### config.mk
export PLATFORM = sky130hd
export DESIGN_NAME = sc_short_detect
export DESIGN_NICKNAME = d
export VERILOG_FILES = /design/src/rtl/sc_pkg.sv /design/src/rtl/sc_thresh_scale.sv /design/src/rtl/sc_cycle_track.sv /design/src/rtl/sc_event_window.sv /design/src/rtl/sc_short_detect.sv
export SDC_FILE = /design/constraint.sdc
export NUM_CORES = 1
export LEC_CHECK = 0
export CAP_MARGIN = 20
export CORE_AREA = 2 2 83 85
export CTS_CLUSTER_DIAMETER = 80
export DETAILED_ROUTE_END_ITERATION = 8
export DIE_AREA = 0 0 85 87
export HOLD_SLACK_MARGIN = 0.15
export PLACE_DENSITY = 0.82
export SLEW_MARGIN = 30
export SYNTH_ARGS = -nofsm -noshare
export SYNTH_HDL_FRONTEND = slang
export SYNTH_SLANG_ARGS = --single-unit
### constraint.sdc
create_clock -name clk -period 7.8 [get_ports clk]
set_clock_uncertainty 0.2 [all_clocks]
set_input_delay 1.56 -clock clk [delete_from_list [all_inputs] [get_ports clk]]
set_output_delay 1.56 -clock clk [all_outputs]
set_load 0.03 [all_outputs]
### src/rtl/sc_pkg.sv
package sc_pkg;

   // Selects how the window population is maintained.
   typedef enum logic {
      CNT_RUNNING = 1'b0,   // incremental add/subtract counter
      CNT_REDUCE  = 1'b1    // full reduction of the history each shift
   } cnt_style_e;

   localparam int unsigned MAX_WIN = 64;

   // Population count of a history vector of at most MAX_WIN bits.
   function automatic int unsigned ones64(input logic [MAX_WIN-1:0] v);
      int unsigned n;
      n = 0;
      for (int i = 0; i < MAX_WIN; i++) begin
         n += int'(v[i]);
      end
      return n;
   endfunction

endpackage

### src/rtl/sc_thresh_scale.sv
module sc_thresh_scale #(
   parameter int unsigned RAMP_W   = 10,
   parameter int unsigned CODE_W   = 8,
   parameter int unsigned RAMP_MAX = 1000
) (
   input  logic [CODE_W-1:0] sp_code,
   output logic [RAMP_W-1:0] thr,
   output logic              code_on
);

   localparam int unsigned PROD_W = RAMP_W + CODE_W;

   initial begin
      assert (RAMP_MAX < (1 << RAMP_W))
         else $error("sc_thresh_scale: RAMP_MAX does not fit RAMP_W");
      assert (CODE_W >= 2)
         else $error("sc_thresh_scale: CODE_W too small");
   end

   // Full-scale code equals twice the midscale setpoint; threshold is the
   // code fraction of the maximum-duty ramp count.
   assign thr     = RAMP_W'((PROD_W'(sp_code) * PROD_W'(RAMP_MAX)) >> CODE_W);
   assign code_on = |sp_code;

endmodule

### src/rtl/sc_cycle_track.sv
module sc_cycle_track #(
   parameter int unsigned RAMP_W = 10
) (
   input  logic              clk,
   input  logic              rst_n,
   input  logic              cyc_start,
   input  logic [RAMP_W-1:0] ramp,
   input  logic [RAMP_W-1:0] thr,
   input  logic              oc,
   input  logic              en,
   output logic              event_o
);

   logic crossed_q, crossed_base, crossed_d;
   logic event_q, event_base, event_d;
   logic cross_now, evt_now;

   // A new cycle forgets the previous cycle's crossing and event.
   assign crossed_base = cyc_start ? 1'b0 : crossed_q;
   assign event_base   = cyc_start ? 1'b0 : event_q;

   assign cross_now = (ramp >= thr);
   assign crossed_d = crossed_base | cross_now;
   assign evt_now   = oc & ~crossed_d;
   assign event_d   = en ? (event_base | evt_now) : 1'b0;

   always_ff @(posedge clk or negedge rst_n) begin
      if (!rst_n) begin
         crossed_q <= 1'b0;
         event_q   <= 1'b0;
      end else begin
         crossed_q <= crossed_d;
         event_q   <= event_d;
      end
   end

   assign event_o = event_q;

   // early overcurrent while enabled marks the cycle.
   p_early_oc_r1: assert property (@(posedge clk) disable iff (!rst_n)
      (en && oc && (ramp < thr) && (cyc_start || !crossed_q)) |=> event_q);

   // once crossed, a later overcurrent cannot create the event.
   p_late_oc_r2: assert property (@(posedge clk) disable iff (!rst_n)
      (crossed_q && !cyc_start && !event_q) |=> !event_q);

   // an event stays a single flag until the cycle ends.
   p_one_event_r3: assert property (@(posedge clk) disable iff (!rst_n)
      (event_q && !cyc_start && en) |=> event_q);

   // nothing is recorded while disabled.
   p_disabled_r5: assert property (@(posedge clk) disable iff (!rst_n)
      !en |=> !event_q);

endmodule

### src/rtl/sc_event_window.sv
module sc_event_window
   import sc_pkg::*;
#(
   parameter int unsigned WIN_LEN   = 32,
   parameter int unsigned EVT_LIMIT = 8,
   parameter cnt_style_e  CNT_STYLE = CNT_RUNNING
) (
   input  logic clk,
   input  logic rst_n,
   input  logic shift_i,
   input  logic clear_i,
   input  logic bit_i,
   output logic req_o
);

   localparam int unsigned CNT_W = $clog2(WIN_LEN + 1);

   initial begin
      assert (WIN_LEN >= 2 && WIN_LEN <= MAX_WIN)
         else $error("sc_event_window: WIN_LEN out of range");
      assert (EVT_LIMIT >= 2 && EVT_LIMIT <= WIN_LEN)
         else $error("sc_event_window: EVT_LIMIT out of range");
   end

   logic [WIN_LEN-1:0] win_q, win_shifted;
   logic [CNT_W-1:0]   hist_cnt, next_cnt;
   logic               fire, req_q;

   assign win_shifted = {win_q[WIN_LEN-2:0], bit_i};

   generate
      if (CNT_STYLE == CNT_RUNNING) begin : g_run
         logic [CNT_W-1:0] cnt_q;

         assign next_cnt = cnt_q + CNT_W'(bit_i) - CNT_W'(win_q[WIN_LEN-1]);
         assign hist_cnt = cnt_q;

         always_ff @(posedge clk or negedge rst_n) begin
            if (!rst_n) begin
               cnt_q <= '0;
            end else if (clear_i || fire) begin
               cnt_q <= '0;
            end else if (shift_i) begin
               cnt_q <= next_cnt;
            end
         end

         // running count matches the history it summarises.
         p_cnt_track_r8: assert property (@(posedge clk) disable iff (!rst_n)
            hist_cnt == CNT_W'(ones64(MAX_WIN'(win_q))));
      end else begin : g_reduce
         assign hist_cnt = CNT_W'(ones64(MAX_WIN'(win_q)));
         assign next_cnt = CNT_W'(ones64(MAX_WIN'(win_shifted)));
      end
   endgenerate

   assign fire = shift_i & ~clear_i & (next_cnt >= CNT_W'(EVT_LIMIT));

   always_ff @(posedge clk or negedge rst_n) begin
      if (!rst_n) begin
         win_q <= '0;
         req_q <= 1'b0;
      end else begin
         req_q <= fire;
         if (clear_i || fire) begin
            win_q <= '0;
         end else if (shift_i) begin
            win_q <= win_shifted;
         end
      end
   end

   assign req_o = req_q;

   // the request is a single-clock pulse.
   p_pulse_r4: assert property (@(posedge clk) disable iff (!rst_n)
      req_q |=> !req_q);

   // history is empty after a clock with soft-start incomplete.
   p_soft_clear_r6: assert property (@(posedge clk) disable iff (!rst_n)
      clear_i |=> (hist_cnt == '0));

   // the stored count always stays below the limit.
   p_below_limit_r7: assert property (@(posedge clk) disable iff (!rst_n)
      hist_cnt < CNT_W'(EVT_LIMIT));

   // count never exceeds the window length.
   p_no_overflow_r8: assert property (@(posedge clk) disable iff (!rst_n)
      hist_cnt <= CNT_W'(WIN_LEN));

endmodule

### src/rtl/sc_short_detect.sv
module sc_short_detect
   import sc_pkg::*;
#(
   parameter int unsigned RAMP_W    = 10,
   parameter int unsigned CODE_W    = 8,
   parameter int unsigned RAMP_MAX  = 1000,
   parameter int unsigned WIN_LEN   = 32,
   parameter int unsigned EVT_LIMIT = 8,
   parameter cnt_style_e  CNT_STYLE = CNT_RUNNING
) (
   input  logic              clk,
   input  logic              rst_n,
   input  logic              cyc_start,
   input  logic [RAMP_W-1:0] ramp,
   input  logic [CODE_W-1:0] sc_code,
   input  logic              oc_flag,
   input  logic              ss_done,
   output logic              sd_req
);

   logic [RAMP_W-1:0] thr;
   logic              code_on;
   logic              det_en;
   logic              cyc_event;

   sc_thresh_scale #(
      .RAMP_W   (RAMP_W),
      .CODE_W   (CODE_W),
      .RAMP_MAX (RAMP_MAX)
   ) i_scale (
      .sp_code (sc_code),
      .thr     (thr),
      .code_on (code_on)
   );

   assign det_en = ss_done & code_on;

   sc_cycle_track #(
      .RAMP_W (RAMP_W)
   ) i_track (
      .clk       (clk),
      .rst_n     (rst_n),
      .cyc_start (cyc_start),
      .ramp      (ramp),
      .thr       (thr),
      .oc        (oc_flag),
      .en        (det_en),
      .event_o   (cyc_event)
   );

   sc_event_window #(
      .WIN_LEN   (WIN_LEN),
      .EVT_LIMIT (EVT_LIMIT),
      .CNT_STYLE (CNT_STYLE)
   ) i_window (
      .clk     (clk),
      .rst_n   (rst_n),
      .shift_i (cyc_start),
      .clear_i (~ss_done),
      .bit_i   (cyc_event),
      .req_o   (sd_req)
   );

   // a request only follows a cycle-start clock with soft-start done.
   p_req_on_start_r4: assert property (@(posedge clk) disable iff (!rst_n)
      sd_req |-> ($past(cyc_start) && $past(ss_done)));

   // a request needs a non-zero code two clocks earlier.
   p_zero_code_r5: assert property (@(posedge clk) disable iff (!rst_n)
      sd_req |-> ($past(sc_code, 2) != '0));

endmodule

==> metrics <==
Post-synth EDFFs 0; diode count 0; Pwr Density ~240 nW/µm²; CP max FO 6; Num CTS Buffers 5; Hold Crit Class reg2reg; pre-CTS worst setup slack 0.665 ns; Worst-Margin Slew about 0.68 ns; WHS 0.286 ns; met2 Track Usage GR about a third; Max Cap Viol 0; Synth area leaders dfrtp_1 (29%), ha_1 (20%), fa_1 (12%); status complete, no violations; Clock transition at path regs around 0.08 ns; largest net degree at the start of global routing between 60 and 70; multi-input logic area about 2300 µm²; max-slew violations 0; crit path buf inv count 3; Final nets approximately 480; Synth Area per Inst about 10 µm²; Synth Cell Area around 3600 µm²; layout cells sized above 1 8.51%; met1 Resource Use GR a little under a quarter; # IOs 24; ys flop type dfrtp_1; maximum vdd drop 132 µV; CP max stage cell clkdlybuf4s50_1; global-route wire length before repair approximately 11000 µm; global-route met3 utilization ~1.7%; drt total wl 6040 µm; YS warnings 0; WP depth 19; cells after synthesis about 360; Hold Buf Count CTS 0; initial antenna violation count 0; ratio of final minimum period to clock period between 80 and 90%; H-tree depth 2; required time worst endpoint a little under 8 ns; leakage power between 1.5 and 2 nW; Setup CP Type in2reg; number of distinct library cells after synthesis 40; sequential-to-total area share from yosys stat 28.8%; Hold Vio Cnt, Final 0; die span in y 87 µm; FMAX 146 MHz; Critical Path Sink Type flop; Startpoint Class input pin; total gr overflow 0; core area between 6000 and 7000 µm²; critical path cell sequence clkdlybuf4s50_1, inv_1, fa_1, fa_1, inv_1, fa_1, ha_1, ha_1, a21o_1, a21oi_1, nand2_2, a311oi_2, xor2_1, ha_1, a21o_1, a21o_1, a221o_1, a211o_1, a21oi_1; Max stage delay on crit path 0.62 ns; post-CTS setup buffer count 0; fillers around 550; RSZ-0062 raised after global routing no; Root Driver clkbuf_8; All-Layer GR Usage 17.5%; DP HPWL 4690 µm; DRT antenna net count 0; vias in the first global route between 2000 and 3000; fin crit period about 6.9 ns; First-pass DRT Iterations 4; number of synthesized register bits around 40; Synth top area share about 29%; CTS tree done; Sink Count 41; Die X-Extent roughly 85 µm; commonest non-fill, non-tap cell in the layout ha_1; Synth area leader dfrtp_1; wire per inst ~13 µm; RD Place Congestion between 0.9 and 1; DIE AREA 7400 µm²; layer with the highest usage met2; via count about 2500; Total Neg Setup Slack 0 ns; crit path from sc_code[2]; Remaining DRCs 0; via-per-instance ratio around 5.5; critical path's top delay family adder cells; Syn Nets 461; Layout area overhead 10.2%; Worst EP arrival between 6 and 7 ns; area taken by flip-flops and latches 1030 µm²; FF-to-FF setup slack 4.82 ns; Worst-Skew Late Latency slightly below 0.3 ns; standard-cell rows 30; Setup Viol. Count Final 0; CTS Buffer Depth 2; R2R depth 12; worst relative slew slack a little over half; async set-or-reset flop fraction in the synthesized netlist 100%; port bufs 23; commonest non-fill, non-tap cells in the layout ha_1 (56), inv_1 (47), nand2_1 (42), dfrtp_1 (41), nand3_1 (34); First DRT Iteration DRCs approximately 130; Final Util approximately three fifths; Final WS setup 0.936 ns; Critical R2R Launch i_window.g_run.cnt_q[0]$_DFFE_PN0P_; post_cts resized 0; RR Endpoint i_window.win_q[22]$_DFFE_PN0P_; Worst Setup EP i_track.event_o$_DFF_PN0_; Initial Util between 50% and 60%
[how the worst min path moves through the flow]
stage,startpoint,to,slack [ns],cells past startpoint
final,i_window.win_q[30]$_DFFE_PN0P_,i_window.win_q[30]$_DFFE_PN0P_,0.29,2
after global routing,i_window.win_q[30]$_DFFE_PN0P_,i_window.win_q[30]$_DFFE_PN0P_,0.32,2
after CTS,i_window.win_q[30]$_DFFE_PN0P_,i_window.win_q[30]$_DFFE_PN0P_,0.29,2
after detailed placement,i_window.win_q[30]$_DFFE_PN0P_,i_window.win_q[30]$_DFFE_PN0P_,0.27,2
after global placement,i_window.win_q[30]$_DFFE_PN0P_,i_window.win_q[30]$_DFFE_PN0P_,0.26,2
after floorplan,i_window.win_q[30]$_DFFE_PN0P_,i_window.win_q[30]$_DFFE_PN0P_,0.25,2
[sequential cells by signal (all words and copies together), names as in the netlist]
register	flops
i_window.g_run.cnt_q	6
i_window.win_q	32
i_window.req_o	1
i_track.crossed_q	1
i_track.event_o	1
[metal layers]
metal	wire length [µm]	vias up
li1	-	1262
met1	2700	1188
met2	3130	29
met3	87	10
met4	114	0
met5	0	-
[kinds of logic (layout without fill, tap and decap cells)]
family | Yosys count | in the layout | synth area share [%]
AND/OR/NAND/NOR | 91 | 91 | 12.0
flip-flops | 41 | 41 | 28.8
AO/OA/AOI/OAI | 72 | 72 | 16.4
XOR/XNOR | 16 | 16 | 3.93
adder cells (fa/ha/maj) | 77 | 77 | 31.4
buffers and inverters | 64 | 79 | 7.48
[cell type report]
cell class	instances	share of cell area (%)
Clock inverter	1	0.223
Multi-Input combinational cell	256	57.8
Tap cell	80	2.55
Timing Repair Buffer	24	6.37
Sequential cell	41	26.1
Clock buffer	7	2.45
Inverter	47	4.49
[worst reg2reg max path, delay by kind of cell (launching register included)]
family	cells	cell delay, ns
flip-flops	1	0.35
buffers and inverters	4	0.40
adder cells (fa/ha/maj)	3	0.87
AND/OR/NAND/NOR	2	0.21
AO/OA/AOI/OAI	3	0.82
[per-stage QoR]
stage	std cells	cell area [µm²]	power, mW
floorplan	361	3560	0.655
global route	456	3930	1.02
CTS	456	3930	0.936
finish	456	3930	0.928
detailed placement	448	3820	0.779
global placement	447	3790	0.743
[where the power goes]
part	switching, mW	leakage (nW)	internal [mW]
clock network	0.0711	0.0549	0.0816
registers	0.00381	0.569	0.219
logic	0.302	1.26	0.251
[cells in the mapped netlist, types with 2 or more instances]
library cell  number
ha_1              56
inv_1             47
nand2_1           42
dfrtp_1           41
nand3_1           34
fa_1              21
o22ai_1           20
clkbuf_1          14
o22ai_2           11
a21oi_1            9
a21o_1             8
xnor2_1            8
xor2_1             8
o21ai_0            5
and2_1             4
nor2_1             3
o21a_1             3
a211oi_1           2
buf_6              2
nor2b_1            2
o31ai_1            2
(Power assumes the default switching activity.)
